--- config.mk ---
export PLATFORM = sky130hd
export DESIGN_NAME = sectick_timebase
export DESIGN_NICKNAME = d
export VERILOG_FILES = /design/src/rtl/sectick_pkg.sv /design/src/rtl/sectick_divstage.sv /design/src/rtl/sectick_prescaler.sv /design/src/rtl/sectick_debounce.sv /design/src/rtl/sectick_modcount.sv /design/src/rtl/sectick_timebase.sv
export SDC_FILE = /design/constraint.sdc
export NUM_CORES = 1
export LEC_CHECK = 0
export BUFFER_PORTS_ARGS = -buffer_cell sky130_fd_sc_hd__buf_2
export CAP_MARGIN = 10
export CORE_MARGIN = 5
export CORE_UTILIZATION = 25
export CTS_BUF_LIST = sky130_fd_sc_hd__clkbuf_8
export CTS_CLUSTER_SIZE = 40
export DETAILED_ROUTE_END_ITERATION = 8
export PLACE_DENSITY = 0.5
export SLEW_MARGIN = 20
export SYNTH_ARGS = -nofsm -noshare
export SYNTH_HDL_FRONTEND = slang
export SYNTH_SLANG_ARGS = --single-unit
--- constraint.sdc ---
create_clock -name clk -period 2.1 [get_ports clk]
set_input_delay 0.105 -clock clk [delete_from_list [all_inputs] [get_ports clk]]
set_output_delay 0.105 -clock clk [all_outputs]
set_load 0.1 [all_outputs]
--- src/rtl/sectick_pkg.sv ---
package sectick_pkg;

    localparam int SEC_W   = 6;
    localparam int SEC_MOD = 60;

    typedef logic [SEC_W-1:0] sec_t;

    localparam sec_t SEC_LAST = sec_t'(SEC_MOD - 1);

    typedef enum logic [1:0] {
        ACT_HOLD  = 2'd0,
        ACT_STEP  = 2'd1,
        ACT_CLEAR = 2'd2
    } sec_act_e;

    typedef struct packed {
        logic sec;
        logic wrap;
    } strobe_t;

    function automatic sec_t sec_advance(input sec_t cur);
        return (cur == SEC_LAST) ? '0 : cur + sec_t'(1);
    endfunction

    function automatic sec_act_e pick_action(input logic blocked,
                                             input logic zeroed,
                                             input logic tick);
        if (blocked || zeroed) return ACT_CLEAR;
        if (tick)              return ACT_STEP;
        return ACT_HOLD;
    endfunction

endpackage

--- src/rtl/sectick_divstage.sv ---
module sectick_divstage #(
    parameter int DIV = 128
) (
    input  logic clk,
    input  logic rst,
    input  logic en_in,
    output logic pulse
);
    localparam int CW = (DIV > 1) ? $clog2(DIV) : 1;
    localparam logic [CW-1:0] LAST = CW'(DIV - 1);

    logic [CW-1:0] cnt;

    always_ff @(posedge clk) begin
        if (rst) begin
            cnt <= '0;
        end else if (en_in) begin
            cnt <= (cnt == LAST) ? '0 : cnt + CW'(1);
        end
    end

    assign pulse = en_in && (cnt == LAST);

    assert_cnt_bound_R1: assert property (@(posedge clk) disable iff (rst)
        cnt <= LAST);

endmodule

--- src/rtl/sectick_prescaler.sv ---
module sectick_prescaler #(
    parameter int DIV_LO = 128,
    parameter int DIV_HI = 256
) (
    input  logic clk,
    input  logic rst,
    output logic sample_en,
    output logic tick
);
    localparam int NSTAGE = 2;
    localparam int DIVS [NSTAGE] = '{DIV_LO, DIV_HI};

    logic [NSTAGE:0] chain;
    assign chain[0] = 1'b1;

    for (genvar g = 0; g < NSTAGE; g++) begin : g_stage
        sectick_divstage #(.DIV(DIVS[g])) u_div (
            .clk   (clk),
            .rst   (rst),
            .en_in (chain[g]),
            .pulse (chain[g+1])
        );
    end

    assign sample_en = chain[1];
    assign tick      = chain[NSTAGE];

    assert_tick_single_R2: assert property (@(posedge clk) disable iff (rst)
        tick |=> !tick);

endmodule

--- src/rtl/sectick_debounce.sv ---
module sectick_debounce #(
    parameter int DEPTH = 4
) (
    input  logic clk,
    input  logic rst,
    input  logic sample_en,
    input  logic btn,
    output logic hit
);
    logic [DEPTH-1:0] shreg;

    always_ff @(posedge clk) begin
        if (rst) begin
            shreg <= '0;
        end else if (sample_en) begin
            shreg <= {shreg[DEPTH-2:0], btn};
        end
    end

    assign hit = &shreg;

    assert_hit_on_sample_R7: assert property (@(posedge clk) disable iff (rst)
        $rose(hit) |-> $past(sample_en));

endmodule

--- src/rtl/sectick_modcount.sv ---
module sectick_modcount
    import sectick_pkg::*;
(
    input  logic clk,
    input  logic rst,
    input  logic tick,
    input  logic blocked,
    input  logic zeroed,
    output sec_t secs,
    output strobe_t strb
);
    sec_act_e act;

    always_comb begin
        act      = pick_action(blocked, zeroed, tick);
        strb.sec = tick && !blocked;
        strb.wrap = (act == ACT_STEP) && (secs == SEC_LAST);
    end

    always_ff @(posedge clk) begin
        if (rst) begin
            secs <= '0;
        end else begin
            unique case (act)
                ACT_STEP:  secs <= sec_advance(secs);
                ACT_CLEAR: secs <= '0;
                default:   secs <= secs;
            endcase
        end
    end

    assert_secs_range_R3: assert property (@(posedge clk) disable iff (rst)
        secs <= SEC_LAST);

    assert_secs_hold_R3: assert property (@(posedge clk) disable iff (rst)
        (!tick && !blocked && !zeroed) |=> $stable(secs));

    assert_wrap_zero_R4: assert property (@(posedge clk) disable iff (rst)
        strb.wrap |=> (secs == '0));

    assert_min_with_sec_R2: assert property (@(posedge clk) disable iff (rst)
        strb.wrap |-> strb.sec);

    assert_blocked_zero_R5: assert property (@(posedge clk) disable iff (rst)
        blocked |=> (secs == '0));

    assert_btn_zero_R8: assert property (@(posedge clk) disable iff (rst)
        zeroed |=> (secs == '0));

endmodule

--- src/rtl/sectick_timebase.sv ---
module sectick_timebase
    import sectick_pkg::*;
#(
    parameter int DIV_LO   = 128,
    parameter int DIV_HI   = 256,
    parameter int DB_DEPTH = 4
) (
    input  logic       clk,
    input  logic       rst,
    input  logic       set_mode,
    input  logic       zero_btn,
    output logic [5:0] secs,
    output logic       sec_strobe,
    output logic       min_strobe
);
    logic    sample_en;
    logic    raw_tick;
    logic    btn_hit;
    sec_t    sec_val;
    strobe_t strb;

    sectick_prescaler #(.DIV_LO(DIV_LO), .DIV_HI(DIV_HI)) u_pre (
        .clk       (clk),
        .rst       (rst),
        .sample_en (sample_en),
        .tick      (raw_tick)
    );

    sectick_debounce #(.DEPTH(DB_DEPTH)) u_deb (
        .clk       (clk),
        .rst       (rst),
        .sample_en (sample_en),
        .btn       (zero_btn),
        .hit       (btn_hit)
    );

    sectick_modcount u_cnt (
        .clk     (clk),
        .rst     (rst),
        .tick    (raw_tick),
        .blocked (set_mode),
        .zeroed  (btn_hit),
        .secs    (sec_val),
        .strb    (strb)
    );

    assign secs       = sec_val;
    assign sec_strobe = strb.sec;
    assign min_strobe = strb.wrap;

    assert_gate_R5: assert property (@(posedge clk) disable iff (rst)
        set_mode |-> !sec_strobe);

    assert_min_width_R2: assert property (@(posedge clk) disable iff (rst)
        min_strobe |=> !min_strobe);

endmodule

==> run_results.csv, run 1 <==
group,metric,value,unit
place,dp.cells,184,
setup_path,cp.arrival,1.76,ns
layout,nFillCells,449,
cts,clkLatencyLatePin,0.26,ns
route,wl_met2,1.005,mm
synth,ys_top_cells_by_area,"dfxtp_1 (44%), nor2_1 (5.9%), xor2_1 (5.3%)",
floorplanning,die_w,77.71,um
route,drcViolationCount,0,
timing,final.setup.tns,0,ns
place,post_dp_cell_area,1300,um2
route,dr.first_iter.drc_count,10,
setup_path,worstPathRequired,2.00,ns
place,place_hpwl,1.592,mm
run,max-cap-violations,0,
floorplanning,core_area,4414,um2
pwr,p_per_area,572.8,nW/um2
cts,cts.sinks,25,
layout,n_antenna_cell,0,
pwr,pwr-share-seq,61.7,%
pwr,power,781.2,uW
timing,fin_skew,0.002231,ns
pwr,p_comb_share,2.8,%
cts,cts_buffer_depth,2,
setup_path,critPathKind,"reg2out",
route,route.met3.wl,45,um
layout,layout-drive-gt1-share,19.57,%
route,wl_met1,1.008,mm
pwr,p_clk_share,35.6,%
cts,clkTransAtPathRegs,0.08,ns
floorplanning,die_area,6039,um2
layout,area_growth,19.00,%
timing,relSlewSlack,67.70,%
global_routing,overflow,0,
outcome,status,"finished clean",
pwr,p_sw,161.4,uW
route,dr.pass1.iters,4,
setup_path,crit_buf_inv,2,
setup_path,critPathMaxStageDelay,0.40,ns
cts,numCtsBuffers,3,
layout,final_cells,190,
pwr,ir_drop,0.0003143,V
synth,synth_seq_cells,25,
layout,regArea,503.0,um2
route,via_per_inst,4.732,
layout,multi_input_area,619.3,um2
floorplanning,fp-row-count,24,
synth,syn_inst,124,
route,vias,899,
timing,rsz0062_at_grt,"no",
synth,yosysTopAreaCell,"dfxtp_1",
timing,fin_crit_sh,88.93,%
synth,synth_nets,131,
synth,synth.distinct_cells,32,
place,dp_slack,0.3098,ns
setup_path,critPathTopFamily,"simple AND/OR/NAND/NOR gates",
timing,tightestPinTransition,0.4879,ns
cts,h-tree-depth,1,
timing,finalCriticalPeriod,1.868,ns
timing,setup_viol,0,
timing,hold_viol_final,0,
layout,layout_common_cells,"dfxtp_1 (23), nor2_1 (17), buf_2 (9), xor2_1 (7)",
setup_path,crit_end,"min_strobe",
setup_path,path_depth,6,
route,post_drt_wl_per_cell,10.95,um
synth,syn_area_per_cell,9.243,um2
pwr,power.internal,619.9,uW
setup_path,reg2reg_slack,0.24,ns
synth,synth_top_cell_area_share,43.67,%
synth,ys_warn_count,0,
global_routing,grt_pass1_vias,919,
place,io_buffers,11,
layout,nNetsFinal,146,
global_routing,grt_use_total,7.317,%
setup_path,end_kind,"output pin",
global_routing,grt_pass1_wl,3.739,mm
setup_path,cp-start-kind,"flip-flop",
synth,synth-seq-area-share,43.67,%
floorplanning,die_h,77.71,um
worst_hold_path,hold_path_class,"in2reg",
layout,final_common_cell,"dfxtp_1",
setup_path,cp_max_fo,4,
cts,root_buffer,"clkbuf_8",
place,place_congestion,0.7783,
setup_path,rr_worst_depth,6,
route,top_layer_used,"met4",
pwr,netSwitchingFraction,20.66,%
setup_path,cpMaxStageDelayCell,"dfxtp_1",
route,drtAntennaViolNets,0,
floorplanning,start_util,25.96,%
cts,cts_tree,"done",
setup_path,regToRegEndpoint,"u_cnt.secs[5]",
global_routing,grt_max_degree,18,
timing,worst_slack,0.2325,ns
setup_path,r2r-start,"u_pre.g_stage[1].u_div.cnt[0]",
setup_path,crit_start,"u_pre.g_stage[1].u_div.cnt[0]",
route,routed_wl,2.080,mm
global_routing,antenna_found_initial,0,
timing,fmax,535.5,MHz
pwr,p_leak,0.5303,nW
layout,final_cell_area,1364,um2
synth,synth_area,1146,um2
setup_path,crit_chain,"ha_2, and3_1, nand4_4, buf_4, nor3_4, buf_12",
timing,maxSlewViolCount,0,
floorplanning,io_pins,12,
[Yosys cell counts (all sizes together)]
| library cell | n |
|---|---|
| or2 | 1 |
| or3b | 2 |
| inv | 2 |
| or3 | 1 |
| o21ai | 3 |
| nand3 | 4 |
| mux2i | 6 |
| a21boi | 2 |
| nor2 | 18 |
| buf | 4 |
| nor3 | 4 |
| ha | 3 |
| xnor2 | 5 |
| xor2 | 7 |
| or4 | 2 |
| nor2b | 2 |
| and2 | 4 |
| nand2 | 5 |
| a41o | 1 |
| o31ai | 1 |
| and3 | 3 |
| a21oi | 6 |
| nor3b | 1 |
| nand2b | 1 |
| clkbuf | 2 |
| dfxtp | 25 |
| and4 | 4 |
| nand4 | 5 |
[flip-flops by register name, summed over array words and instances, names as in the netlist]
signal	flops
u_deb.shreg	4
u_cnt.secs	6
u_pre.g_stage.u_div.cnt	15
[how the worst min path moves through the flow]
stage             start              to  slack [ns]  cells past startpoint
2_1_floorplan  zero_btn  u_deb.shreg[0]        0.25                      2
3_3_place_gp   zero_btn  u_deb.shreg[0]        0.35                      3
3_5_place_dp   zero_btn  u_deb.shreg[0]        0.36                      3
4_1_cts        zero_btn  u_deb.shreg[0]        0.08                      3
5_1_grt        zero_btn  u_deb.shreg[0]        0.13                      3
6_report       zero_btn  u_deb.shreg[0]        0.08                      3
[layout make-up]
type | instances | area share [%]
inverter | 2 | 0.5505
clock inverter | 1 | 0.3670
timing repair buffer | 16 | 8.991
sequential | 25 | 36.88
multi-input combinational | 91 | 45.41
clock buffer | 3 | 3.028
tap | 52 | 4.771
[layer usage]
metal  up-vias  global-route usage (%)
li1        459                       -
met1       426                   8.886
met2        11                   12.35
met3         3                   1.852
met4         0                   2.749
met5         -                       0
[power groups by stage]
stage / Clock (mW) / Combinational, mW / Sequential, mW
floorplan: 0 / 0.0163 / 0.492
global placement: 0 / 0.0217 / 0.493
detailed placement: 0 / 0.0221 / 0.493
CTS: 0.291 / 0.0222 / 0.482
global route: 0.302 / 0.0251 / 0.482
finish: 0.278 / 0.0217 / 0.482
[cells by family after synthesis]
kind of cell / after synthesis / synth area share [%]
buf+inv: 8 / 3.712
compound gates: 13 / 6.768
fa+ha+maj: 3 / 3.275
flops: 25 / 43.67
simple gates: 57 / 28.17
mux: 6 / 5.240
xor+xnor: 12 / 9.170
[timing repair]
| item | CTS | global route |
|---|---|---|
| gates resized for setup | 0 | 1 |
| hold buffers | 0 | 0 |
| buffers inserted | 0 | 2 |
| endpoints found under the setup margin | 0 | 1 |
[tightest hold or removal path: stages]
cell and delay (ns):
buf_2 0.07, mux2i_1 0.06, nor2_1 0.08
[through the flow]
step | utilization [%] | hold WS (ns)
floorplan | - | 0.2522
global placement | 29.45 | 0.3498
detailed placement | 29.45 | 0.3589
CTS | 30.50 | 0.07779
global route | 30.90 | 0.1325
finish | 30.90 | 0.07793
Power figures use the tool's default switching activity.
==> run 2, diff against run 1 <==
--- a/config.mk
+++ b/config.mk
@@ -16,4 +16,5 @@
 export SLEW_MARGIN = 20
 export SYNTH_ARGS = -nofsm -noshare
 export SYNTH_HDL_FRONTEND = slang
+export SYNTH_HIERARCHICAL = 1
 export SYNTH_SLANG_ARGS = --single-unit
==> constraint.sdc (replaced) <==
create_clock -name clk -period 2.2 [get_ports clk]
set_input_delay 0.11 -clock clk [delete_from_list [all_inputs] [get_ports clk]]
set_output_delay 0.11 -clock clk [all_outputs]
set_load 0.1 [all_outputs]
==> run 2 against run 1 <==
Effect of this change:
- flip-flop and latch count unchanged
- non-clock buffer count unchanged
- clock power decreased by 5%
- sequential share of layout area decreased by 1.3 points
- wire length increased by 8.9%
- area after synthesis increased by 3.2%
- synthesized cell count increased by 8.1%
- register-to-register slack improved by 0.04 ns
- worst hold slack improved by 0.040 ns
- first-iteration DRC count increased to 3.5 times the previous value
- critical path type unchanged
- critical endpoint unchanged
- largest power group unchanged
==> run_results.csv, run 2 <==
group,metric,value,unit
outcome,status,"finished clean",
synth,synth.distinct_cells,36,
synth,synth_top_cells_by_count,"dfxtp_1 (25), nor2_1 (18), nand2_1 (11), a21oi_1 (8)",
floorplanning,die_w,78.77,um
timing,final.setup.tns,0,ns
layout,largest_reg_flops,15,
cts,cts.sinks,25,
layout,largest_register,"u_pre/g_stage.u_div/cnt",
worst_hold_path,hold_path_class,"in2reg",
timing,fin_skew,0.005198,ns
cts,numCtsBuffers,3,
timing,rsz0062_at_grt,"no",
route,dr.pass1.iters,4,
global_routing,overflow,0,
cts,h-tree-depth,1,
place,place_congestion,0.7814,
pwr,p_per_area,523.8,nW/um2
setup_path,critPathKind,"reg2out",
synth,ys.flop_type,"dfxtp_1",
timing,fmax,499.9,MHz
layout,area_growth,22.33,%
place,post_dp_cell_area,1365,um2
route,drtAntennaViolNets,0,
setup_path,worstPathRequired,2.09,ns
layout,nNetsFinal,157,
timing,hold_viol_final,0,
global_routing,grt_use_total,7.853,%
synth,syn_area_per_cell,8.824,um2
layout,final_common_cell,"dfxtp_1",
route,routed_wl,2.266,mm
worst_hold_path,worstHoldStart,"zero_btn",
layout,final_cell_area,1446,um2
cts,clkLatencyLatePin,0.26,ns
global_routing,grt_pass1_wl,3.960,mm
global_routing,grt_pass1_vias,934,
synth,synth_most_common_cell,"dfxtp_1",
timing,maxSlewViolCount,0,
floorplanning,core_area,4661,um2
pwr,power,757.6,uW
place,io_buffers,11,
floorplanning,start_util,25.37,%
synth,synth-seq-area-share,42.33,%
layout,nFillCells,497,
cts,root_buffer,"clkbuf_8",
synth,ys_top_cells_by_area,"dfxtp_1 (42%), mux2i_1 (5.9%), nor2_1 (5.7%)",
timing,setup_viol,0,
synth,yosysTopAreaCell,"dfxtp_1",
setup_path,crit_start,"u_pre/g_stage[0].u_div/cnt[1]",
synth,synth_nets,141,
route,vias,969,
synth,synth_area,1182,um2
global_routing,grt_max_degree,18,
synth,synth_enable_flop_cells,0,
synth,synth_seq_cells,25,
cts,cts_buffer_depth,2,
route,post_drt_wl_per_cell,11.16,um
run,max-cap-violations,0,
synth,async_flop_share,0,%
layout,layout_common_cells,"dfxtp_1 (18), nor2_1 (16), nand2_1 (10), buf_2 (9), a21oi_1 (8)",
setup_path,cp_max_fo,5,
timing,finalCriticalPeriod,2.000,ns
route,via_per_inst,4.773,
synth,ys_warn_count,6,
layout,n_antenna_cell,0,
layout,top_regs,"u_pre/g_stage.u_div/cnt x15, u_cnt/secs x6, u_deb/shreg x4",
synth,syn_inst,134,
route,dr.first_iter.drc_count,35,
cts,cts_tree,"done",
timing,holdWs,0.1175,ns
synth,synth_top_cell_area_share,42.33,%
floorplanning,fp-row-count,25,
pwr,p_leak,0.5486,nW
cts,hold_buffers,0,
pwr,ir_drop,0.0003731,V
setup_path,cp-start-kind,"flip-flop",
floorplanning,io_pins,12,
setup_path,end_kind,"output pin",
setup_path,cp.arrival,1.89,ns
layout,fin_util,31.03,%
floorplanning,die_area,6205,um2
layout,layout-drive-gt1-share,25.50,%
floorplanning,die_h,78.77,um
cts,clkTransAtPathRegs,0.09,ns
place,place_hpwl,1.694,mm
setup_path,r2r-start,"u_pre/g_stage[0].u_div/cnt[1]",
global_routing,antenna_found_initial,0,
timing,fin_crit_sh,90.93,%
route,drcViolationCount,0,
run 2: worst paths after layout:
check                                   to  slack (ns)  depth (start not counted)
min                         u_deb/shreg[0]        0.12                          3
min reg2reg                  u_cnt/secs[4]        0.48                          2
max reg2reg  u_pre/g_stage[1].u_div/cnt[5]        0.28                          8
max                             min_strobe        0.20                          9
run 2: repair_timing:
action	in CTS	in global routing
gates resized for setup	0	5
setup endpoints to repair	0	2
setup buffers	0	3
run 2: kinds of logic (layout without fill, tap and decap cells):
| logic type | Yosys count | after routing | share of synthesized area, % |
|---|---|---|---|
| multiplexers | 7 | 7 | 5.926 |
| other | 1 | 1 | 0.3172 |
| buffers and inverters | 7 | 22 | 3.386 |
| flip-flops | 25 | 25 | 42.33 |
| XOR/XNOR | 8 | 8 | 5.926 |
| AND/OR/NAND/NOR | 63 | 63 | 28.04 |
| adder cells (fa/ha/maj) | 3 | 3 | 3.175 |
| AO/OA/AOI/OAI | 20 | 20 | 10.90 |
run 2: report_power, final:
group          internal (mW)  switching (mW)
logic                 0.0120          0.0174
registers              0.458         0.00739
clock network          0.125           0.138
run 2: per-stage QoR:
stage | worst slack, ns | cells
finish | 0.1996 | 203
global route | 0.02883 | 203
global placement | 0.3819 | 196
CTS | 0.08728 | 200
detailed placement | 0.3464 | 196
floorplan | 0.001713 | 134
run 2: layout make-up:
class	instances	area, um2	share of cell area, %
timing repair buffer	16	126.4	8.737
multi-input combinational	102	685.7	47.40
clock buffer	3	41.29	2.855
sequential	25	514.2	35.55
tap	54	67.56	4.671
inverter	2	7.507	0.5190
clock inverter	1	3.754	0.2595
run 2: layer usage:
metal	global-route usage, %	wire length, um
met1	8.990	1091
met2	13.50	1067
met4	2.797	17
met5	0	0
met3	2.721	90
run 2: worst max-delay path, stage by stage, from the launching register on:
cell and delay (ns):
dfxtp_4 0.38, ha_4 0.14, nand4_1 0.15, nor2_2 0.17, nand3_2 0.10, nor2_2 0.10
buf_6 0.12, nand2_4 0.05, nor3_4 0.21, buf_12 0.20
